==> src/rtl/rtc_pkg.sv <==
package rtc_pkg;

    typedef enum logic [1:0] {
        ST_HOLD,
        ST_IDLE,
        ST_GUARD,
        ST_UPDATE
    } rtc_state_e;

    localparam logic [7:0] IDX_SEC   = 8'h00;
    localparam logic [7:0] IDX_ASEC  = 8'h01;
    localparam logic [7:0] IDX_MIN   = 8'h02;
    localparam logic [7:0] IDX_AMIN  = 8'h03;
    localparam logic [7:0] IDX_HR    = 8'h04;
    localparam logic [7:0] IDX_AHR   = 8'h05;
    localparam logic [7:0] IDX_CTLA  = 8'h0A;
    localparam logic [7:0] IDX_CTLB  = 8'h0B;
    localparam logic [7:0] IDX_FLAG  = 8'h0C;
    localparam logic [7:0] IDX_PWR   = 8'h0D;

    localparam logic [2:0] DIV_RUN   = 3'b010;

    // exponent of the periodic interval, in ticks
    function automatic int per_exp(input logic [3:0] code);
        if (code == 4'd1)      return 7;
        else if (code == 4'd2) return 8;
        else                   return int'(code) - 1;
    endfunction

    // BCD increment with a wrap limit; returns {carry, value}
    function automatic logic [8:0] bcd_step(input logic [7:0] v, input logic [7:0] lim);
        if (v >= lim)            return {1'b1, 8'h00};
        else if (v[3:0] >= 4'd9) return {1'b0, v[7:4] + 4'd1, 4'd0};
        else                     return {1'b0, v[7:4], v[3:0] + 4'd1};
    endfunction

    function automatic logic alarm_eq(input logic [7:0] alm, input logic [7:0] t);
        return (alm[7:6] == 2'b11) || (alm == t);
    endfunction

endpackage

==> src/rtl/rtc_divider.sv <==
module rtc_divider
    import rtc_pkg::*;
#(
    parameter int DIV_W    = 15,
    parameter int UIP_LEAD = 8,
    parameter int PER_W    = 15
) (
    input  logic       clk,
    input  logic       rst_n,
    input  logic       tick_en,
    input  logic [2:0] div_sel,
    input  logic [3:0] rate,
    input  logic       halt,
    output logic       uip,
    output logic       upd_stb,
    output logic       per_evt
);

    localparam logic [DIV_W-1:0] GUARD_START = DIV_W'((1 << DIV_W) - UIP_LEAD);
    localparam logic [DIV_W-1:0] CNT_LAST    = '1;

    rtc_state_e        state, nxt;
    logic [DIV_W-1:0]  cnt;
    logic [PER_W-1:0]  pc;
    logic [PER_W-1:0]  per_mask;
    logic              hold, run, wrap;

    assign hold = (div_sel[2:1] == 2'b11);
    assign run  = (div_sel == DIV_RUN);
    assign wrap = run && tick_en && (cnt == CNT_LAST);

    always_ff @(posedge clk) begin
        if (!rst_n || hold) begin
            cnt <= '0;
            pc  <= '0;
        end else if (run && tick_en) begin
            cnt <= cnt + 1'b1;
            pc  <= pc + 1'b1;
        end
    end

    // state register
    always_ff @(posedge clk) begin
        if (!rst_n) state <= ST_HOLD;
        else        state <= nxt;
    end

    // next state
    always_comb begin
        nxt = state;
        unique case (state)
            ST_HOLD:   if (!hold) nxt = ST_IDLE;
            ST_IDLE: begin
                if (hold)                                   nxt = ST_HOLD;
                else if (!halt && run && cnt >= GUARD_START) nxt = ST_GUARD;
            end
            ST_GUARD: begin
                if (hold)      nxt = ST_HOLD;
                else if (halt) nxt = ST_IDLE;
                else if (wrap) nxt = ST_UPDATE;
            end
            ST_UPDATE: nxt = hold ? ST_HOLD : ST_IDLE;
            default:   nxt = ST_HOLD;
        endcase
    end

    // outputs
    always_comb begin
        per_mask = (PER_W'(1) << per_exp(rate)) - PER_W'(1);
        per_evt  = run && tick_en && (rate != 4'd0) && ((pc & per_mask) == per_mask);
        uip      = 1'b0;
        upd_stb  = 1'b0;
        unique case (state)
            ST_HOLD:   ;
            ST_IDLE:   ;
            ST_GUARD:  uip = 1'b1;
            ST_UPDATE: begin
                uip     = 1'b1;
                upd_stb = 1'b1;
            end
            default:   ;
        endcase
    end

    AST_UPDATE_ONE_CYCLE: assert property (@(posedge clk) disable iff (!rst_n)
        (state == ST_UPDATE) |=> (state != ST_UPDATE));
    AST_UIP_WINDOW: assert property (@(posedge clk) disable iff (!rst_n)
        (state == ST_GUARD) |-> (cnt >= GUARD_START));
    AST_HOLD_CLEARS: assert property (@(posedge clk) disable iff (!rst_n)
        hold |=> (cnt == '0) && (pc == '0) && !uip);

endmodule

==> src/rtl/rtc_time.sv <==
module rtc_time
    import rtc_pkg::*;
(
    input  logic       clk,
    input  logic       rst_n,
    input  logic       upd,
    input  logic       wr_en,
    input  logic [2:0] wr_sel,
    input  logic [7:0] wdata,
    output logic [7:0] sec_q,
    output logic [7:0] min_q,
    output logic [7:0] hr_q,
    output logic [7:0] asec_q,
    output logic [7:0] amin_q,
    output logic [7:0] ahr_q,
    output logic       alarm_hit
);

    logic [8:0] s_nx, m_nx, h_nx;
    logic [7:0] sec_n, min_n, hr_n;

    always_comb begin
        s_nx  = bcd_step(sec_q, 8'h59);
        m_nx  = bcd_step(min_q, 8'h59);
        h_nx  = bcd_step(hr_q, 8'h23);
        sec_n = s_nx[7:0];
        min_n = s_nx[8] ? m_nx[7:0] : min_q;
        hr_n  = (s_nx[8] && m_nx[8]) ? h_nx[7:0] : hr_q;
        alarm_hit = alarm_eq(asec_q, sec_n) && alarm_eq(amin_q, min_n)
                 && alarm_eq(ahr_q, hr_n);
    end

    always_ff @(posedge clk) begin
        if (!rst_n) begin
            sec_q  <= '0;
            min_q  <= '0;
            hr_q   <= '0;
            asec_q <= '0;
            amin_q <= '0;
            ahr_q  <= '0;
        end else if (wr_en) begin
            unique case (wr_sel)
                3'd0:    sec_q  <= wdata;
                3'd1:    asec_q <= wdata;
                3'd2:    min_q  <= wdata;
                3'd3:    amin_q <= wdata;
                3'd4:    hr_q   <= wdata;
                3'd5:    ahr_q  <= wdata;
                default: ;
            endcase
        end else if (upd) begin
            sec_q <= sec_n;
            min_q <= min_n;
            hr_q  <= hr_n;
        end
    end

    AST_SEC_WRAP: assert property (@(posedge clk) disable iff (!rst_n)
        (upd && !wr_en && sec_q == 8'h59) |=> (sec_q == 8'h00));
    AST_HOUR_WRAP: assert property (@(posedge clk) disable iff (!rst_n)
        (upd && !wr_en && sec_q == 8'h59 && min_q == 8'h59 && hr_q == 8'h23)
        |=> (hr_q == 8'h00) && (min_q == 8'h00));

endmodule

==> src/rtl/rtc_core.sv <==
module rtc_core
    import rtc_pkg::*;
#(
    parameter int DIV_W    = 15,
    parameter int UIP_LEAD = 8
) (
    input  logic       clk,
    input  logic       rst_n,
    input  logic       tick_en,
    input  logic       addr_wr,
    input  logic       data_wr,
    input  logic       data_rd,
    input  logic [7:0] wdata,
    output logic [7:0] rdata,
    output logic       irq
);

    localparam int PER_W   = 15;
    localparam int N_FLAGS = 3;

    logic [7:0]         idx;
    logic [6:0]         ctl_a;
    logic [3:0]         ctl_b;
    logic [N_FLAGS-1:0] flags;
    logic [N_FLAGS-1:0] flag_set;
    logic               uip, upd_stb, per_evt, alarm_hit;
    logic               rd_flags, time_we;
    logic [7:0]         sec_q, min_q, hr_q, asec_q, amin_q, ahr_q;

    assign rd_flags = data_rd && (idx == IDX_FLAG);
    assign time_we  = data_wr && (idx <= IDX_AHR);

    always_ff @(posedge clk) begin
        if (!rst_n) begin
            idx   <= '0;
            ctl_a <= 7'h60;
            ctl_b <= '0;
        end else begin
            if (addr_wr) idx <= wdata;
            if (data_wr && idx == IDX_CTLA) ctl_a <= wdata[6:0];
            if (data_wr && idx == IDX_CTLB) ctl_b <= wdata[7:4];
        end
    end

    rtc_divider #(
        .DIV_W    (DIV_W),
        .UIP_LEAD (UIP_LEAD),
        .PER_W    (PER_W)
    ) u_div (
        .clk     (clk),
        .rst_n   (rst_n),
        .tick_en (tick_en),
        .div_sel (ctl_a[6:4]),
        .rate    (ctl_a[3:0]),
        .halt    (ctl_b[3]),
        .uip     (uip),
        .upd_stb (upd_stb),
        .per_evt (per_evt)
    );

    rtc_time u_time (
        .clk       (clk),
        .rst_n     (rst_n),
        .upd       (upd_stb),
        .wr_en     (time_we),
        .wr_sel    (idx[2:0]),
        .wdata     (wdata),
        .sec_q     (sec_q),
        .min_q     (min_q),
        .hr_q      (hr_q),
        .asec_q    (asec_q),
        .amin_q    (amin_q),
        .ahr_q     (ahr_q),
        .alarm_hit (alarm_hit)
    );

    // flag order: [2] periodic, [1] alarm, [0] update-ended
    assign flag_set = {per_evt, upd_stb && alarm_hit, upd_stb};

    for (genvar g = 0; g < N_FLAGS; g++) begin : g_flag
        always_ff @(posedge clk) begin
            if (!rst_n)           flags[g] <= 1'b0;
            else if (flag_set[g]) flags[g] <= 1'b1;
            else if (rd_flags)    flags[g] <= 1'b0;
        end
    end

    assign irq = |(flags & ctl_b[2:0]);

    always_comb begin
        unique case (idx)
            IDX_SEC:  rdata = sec_q;
            IDX_ASEC: rdata = asec_q;
            IDX_MIN:  rdata = min_q;
            IDX_AMIN: rdata = amin_q;
            IDX_HR:   rdata = hr_q;
            IDX_AHR:  rdata = ahr_q;
            IDX_CTLA: rdata = {uip, ctl_a};
            IDX_CTLB: rdata = {ctl_b, 4'h0};
            IDX_FLAG: rdata = {irq, flags, 4'h0};
            IDX_PWR:  rdata = 8'h80;
            default:  rdata = 8'h00;
        endcase
    end

    AST_READ_CLEARS: assert property (@(posedge clk) disable iff (!rst_n)
        (rd_flags && !per_evt && !upd_stb) |=> !irq);
    AST_PF_NEEDS_RATE: assert property (@(posedge clk) disable iff (!rst_n)
        $rose(flags[2]) |-> ($past(ctl_a[3:0]) != 4'd0));
    AST_HALT_NO_UIP: assert property (@(posedge clk) disable iff (!rst_n)
        (ctl_b[3] && $past(ctl_b[3])) |-> !uip);

endmodule

==> config.mk <==
export PLATFORM = sky130hd
export DESIGN_NAME = rtc_core
export DESIGN_NICKNAME = d
export VERILOG_FILES = /design/src/rtl/rtc_pkg.sv /design/src/rtl/rtc_divider.sv /design/src/rtl/rtc_time.sv /design/src/rtl/rtc_core.sv
export SDC_FILE = /design/constraint.sdc
export NUM_CORES = 1
export LEC_CHECK = 0
export BUFFER_PORTS_ARGS = -buffer_cell sky130_fd_sc_hd__buf_2
export CORE_AREA = 2 2 123 125
export DETAILED_ROUTE_END_ITERATION = 12
export DIE_AREA = 0 0 125 127
export GPL_ROUTABILITY_DRIVEN = 0
export PLACE_DENSITY = 0.67
export SETUP_SLACK_MARGIN = 0.05
export SLEW_MARGIN = 20
export SYNTH_ARGS = -nofsm -noshare
export SYNTH_HDL_FRONTEND = slang
export SYNTH_HIERARCHICAL = 1
export SYNTH_SLANG_ARGS = --single-unit
==> constraint.sdc <==
create_clock -name clk -period 3.44 [get_ports clk]
set_input_delay 0.516 -clock clk [delete_from_list [all_inputs] [get_ports clk]]
set_output_delay 0.516 -clock clk [all_outputs]
set_load 0.01 [all_outputs]
==> results.sh <==
export IMPL_status="complete, no violations"
export IMPL_crit_required_ns=2.92
export IMPL_tightest_slew_ns=0.8854
export IMPL_grt_use_total=0.2358
export IMPL_grt_pass1_vias=5722
export IMPL_crit_type="flop to output pin"
export IMPL_synth_common_cells="dfxtp_1 (102), nand2_1 (102), nor2_1 (67)"
export IMPL_fin_skew_ns=0.01535
export IMPL_fin_cells=1049
export IMPL_clockPowerShare=0.411
export IMPL_grt_max_degree=71
export IMPL_synthFlopType="dfxtp_1"
export IMPL_htree_levels=3
export IMPL_fmax_mhz=316.7
export IMPL_yosys_warnings=6
export IMPL_via_per_inst=6.015
export IMPL_start_util=0.4745
export IMPL_port_buffers=22
export IMPL_syn_avg_cell_area_um2=7.977
export IMPL_cts_hold_buf=0
export IMPL_reg2reg_to="flags[1]$_SDFFE_PN0P_"
export IMPL_numClockSinks=102
export IMPL_rr_worst_depth=12
export IMPL_fin_crit_ns=3.157
export IMPL_slew_limit_headroom=0.4089
export IMPL_fin_area_um2=7391
export IMPL_diodes=0
export IMPL_syn_num_nets=895
export IMPL_die_area_um2=15880
export IMPL_rr_startpoint="u_time/min_q[0]$_SDFFE_PN0P_"
export IMPL_hold_path_depth=3
export IMPL_slowest_stage="dfxtp_1"
export IMPL_cts_root_buf="clkbuf_16"
export IMPL_seq_area_um2=2044
export IMPL_final_setup_viol_count=0
export IMPL_critical_path_buf_inv_count=2
export IMPL_path_depth=6
export IMPL_nFillCells=1452
export IMPL_cts_buffers=9
export IMPL_internal_power_mw=1.816
export IMPL_first_iter_violations=520
export IMPL_pwr_share_seq=0.482
export IMPL_power_frac_comb=0.107
export IMPL_worstPathCellList="buf_4 > mux2_2 > a32o_1 > o21ai_1 > o21ai_0 > buf_2"
export IMPL_antenna_found_initial=0
export IMPL_total_power_mw=2.550
export IMPL_swShare=0.2878
export IMPL_cp_start_kind="flop"
export IMPL_cts_tree="done"
export IMPL_p_switching_mw=0.7340
export IMPL_coreArea_um2=14420
export IMPL_area_delta_synth_final_pct=7.989
export IMPL_first_pass_iters=5
export IMPL_crit_path_end="rdata[7]"
export IMPL_grt_overflow=0
export IMPL_cts_clk_slew_worst_paths_ns=0.08
export IMPL_crit_path_end_kind="output pin"
export IMPL_num_io_pins=23
export IMPL_ant_nets=0
export IMPL_crit_arrival_ns=2.64
export IMPL_routed_wl_um=18820
export IMPL_cts_max_path_buffers=2
export IMPL_cpPeakStageDelay_ns=0.90
export IMPL_worstPathMaxFanout=26
export IMPL_vias=6310
export IMPL_yosys_area_top_type="dfxtp_1"
export IMPL_finalCoreUtilization=0.5124
export IMPL_grt_pass1_wl_um=30190
export IMPL_ir_drop_mv=0.2402
export IMPL_synth_edf_count=0
export IMPL_yosysSeqAreaShare=0.2984
export IMPL_holdCritPathClass="primary input to flop"
export IMPL_rsz0062_at_grt="false"
export IMPL_placementRows=44
export IMPL_dpl_cell_count=1033
export IMPL_reg2reg_setup_slack_ns=0.31
export IMPL_routedWlPerCell_um=17.94
export IMPL_yosysTopAreaCellShare=0.2984
export IMPL_placed_cell_area_um2=7079
export IMPL_critPathTopFamily="flip-flops"
export IMPL_die_x_um=125
export IMPL_p_leak_nw=2.670
export IMPL_drive_gt1_frac=0.1075
export IMPL_slew_viol_final=0
export IMPL_synth_area_um2=6844
export IMPL_insertion_delay_ns=0.37
export IMPL_multi_input_area_um2=4497
export IMPL_finalHoldViolations=0
export IMPL_postSynthCellCount=858
export IMPL_tns_ns=0
export IMPL_max_cap_viol_count=0
export IMPL_dieHeight_um=127
export IMPL_place_hpwl_um=13360
export IMPL_synth_async_reset_ratio=0
export IMPL_cellPowerDensity_nw_per_um2=345.0
export IMPL_synth_distinct_cells=91
export IMPL_fin_crit_sh=0.9178
export IMPL_fin_nets=897
export IMPL_crit_start="idx[1]$_SDFFE_PN0P_"
export IMPL_synth_seq_cells=102
export IMPL_drc_errors=0
export IMPL_synth_area_top_cells="dfxtp_1 (30%), nand2_1 (5.6%), ha_1 (4.2%)"
## through the flow
step                setup WS (ns)  hold WS, ns
finish                     0.2826       0.4965
global route              0.07420       0.5018
CTS                        0.1578       0.4815
detailed placement         0.1903       0.4923
global placement           0.3114       0.4847
floorplan                  0.4952       0.4607
## timing repair
item	4_1_cts	5_1_grt
resized for setup	0	4
setup buffers	0	0
setup endpoints to repair	0	2
## layout make-up
cell class	instances	area share
Inverter	33	0.01676
Timing Repair Buffer	34	0.02709
Clock buffer	9	0.03047
Clock inverter	7	0.009480
Sequential cell	102	0.2766
Multi-Input combinational cell	680	0.6084
Tap cell	184	0.03115
## layer usage
layer	routed length, µm	vias to the layer above	GRT usage	part of all wire
met4	328	0	0.07320	0.017
li1	-	3101	-	-
met2	8331	207	0.3651	0.44
met1	8918	2973	0.3342	0.47
met5	0	-	0	0
met3	1246	29	0.04481	0.066
## cell families (layout without fill, tap and decap cells)
kind of cell	count (synthesis)	after routing	synth area share
buf+inv	76	83	0.04753
xor+xnor	46	46	0.05887
simple gates	345	345	0.2612
compound gates	240	240	0.2501
flops	102	102	0.2984
fa+ha+maj	23	23	0.04205
mux	26	26	0.04186
## cells in the final DEF (no fill, tap or decap), types with 9 or more instances in the layout
cell,Yosys,layout
o211ai_1,15,15
dfxtp_1,102,100
a22oi_1,9,9
nor2b_1,41,41
a32oi_1,9,9
o21ai_0,42,42
nor3_1,14,14
mux2_2,11,11
and2_1,10,10
inv_1,32,32
nand2_1,102,102
nor2_1,67,67
a21boi_0,31,31
mux2i_1,14,14
xnor2_1,23,23
a21oi_1,42,42
clkbuf_16,0,9
buf_4,3,12
nor3b_1,9,9
and3_1,14,14
nand4_1,9,9
a31oi_1,11,11
xor2_1,23,23
buf_2,11,22
nand2b_1,9,9
ha_1,23,23
nand3_1,32,32
## state kept, by name (all words and copies together) (netlist names)
register / flops
u_time/hr_q: 8
u_time/asec_q: 8
flags: 3
u_time/amin_q: 8
u_div/cnt: 15
u_div/state: 2
ctl_b: 4
u_div/pc: 15
ctl_a: 7
idx: 8
u_time/sec_q: 8
u_time/min_q: 8
u_time/ahr_q: 8
## worst min-delay path, stage by stage
cell	delay, ns
buf_2	0.16
nand2_1	0.07
a21boi_0	0.06
## power groups by stage
stage	combinational, mW	clock (mW)	sequential [mW]
floorplan	0.195	0	1.24
global placement	0.264	0	1.26
detailed placement	0.266	0	1.26
CTS	0.267	1.07	1.23
global route	0.295	1.11	1.23
finish	0.272	1.05	1.23
## how the worst min path moves through the flow
stage	startpoint	endpoint	slack, ns
3_5_place_dp	u_time/ahr_q[0]$_SDFFE_PN0P_	u_time/ahr_q[0]$_SDFFE_PN0P_	0.49
4_1_cts	wdata[0]	u_time/amin_q[0]$_SDFFE_PN0P_	0.48
6_report	wdata[4]	u_time/asec_q[4]$_SDFFE_PN0P_	0.50
2_1_floorplan	ctl_a[4]$_SDFFE_PN0P_	ctl_a[4]$_SDFFE_PN0P_	0.46
5_1_grt	wdata[0]	u_time/amin_q[0]$_SDFFE_PN0P_	0.50
3_3_place_gp	u_div/cnt[6]$_SDFFE_PP0P_	u_div/cnt[6]$_SDFFE_PP0P_	0.48
Power figures use the tool's default switching activity.
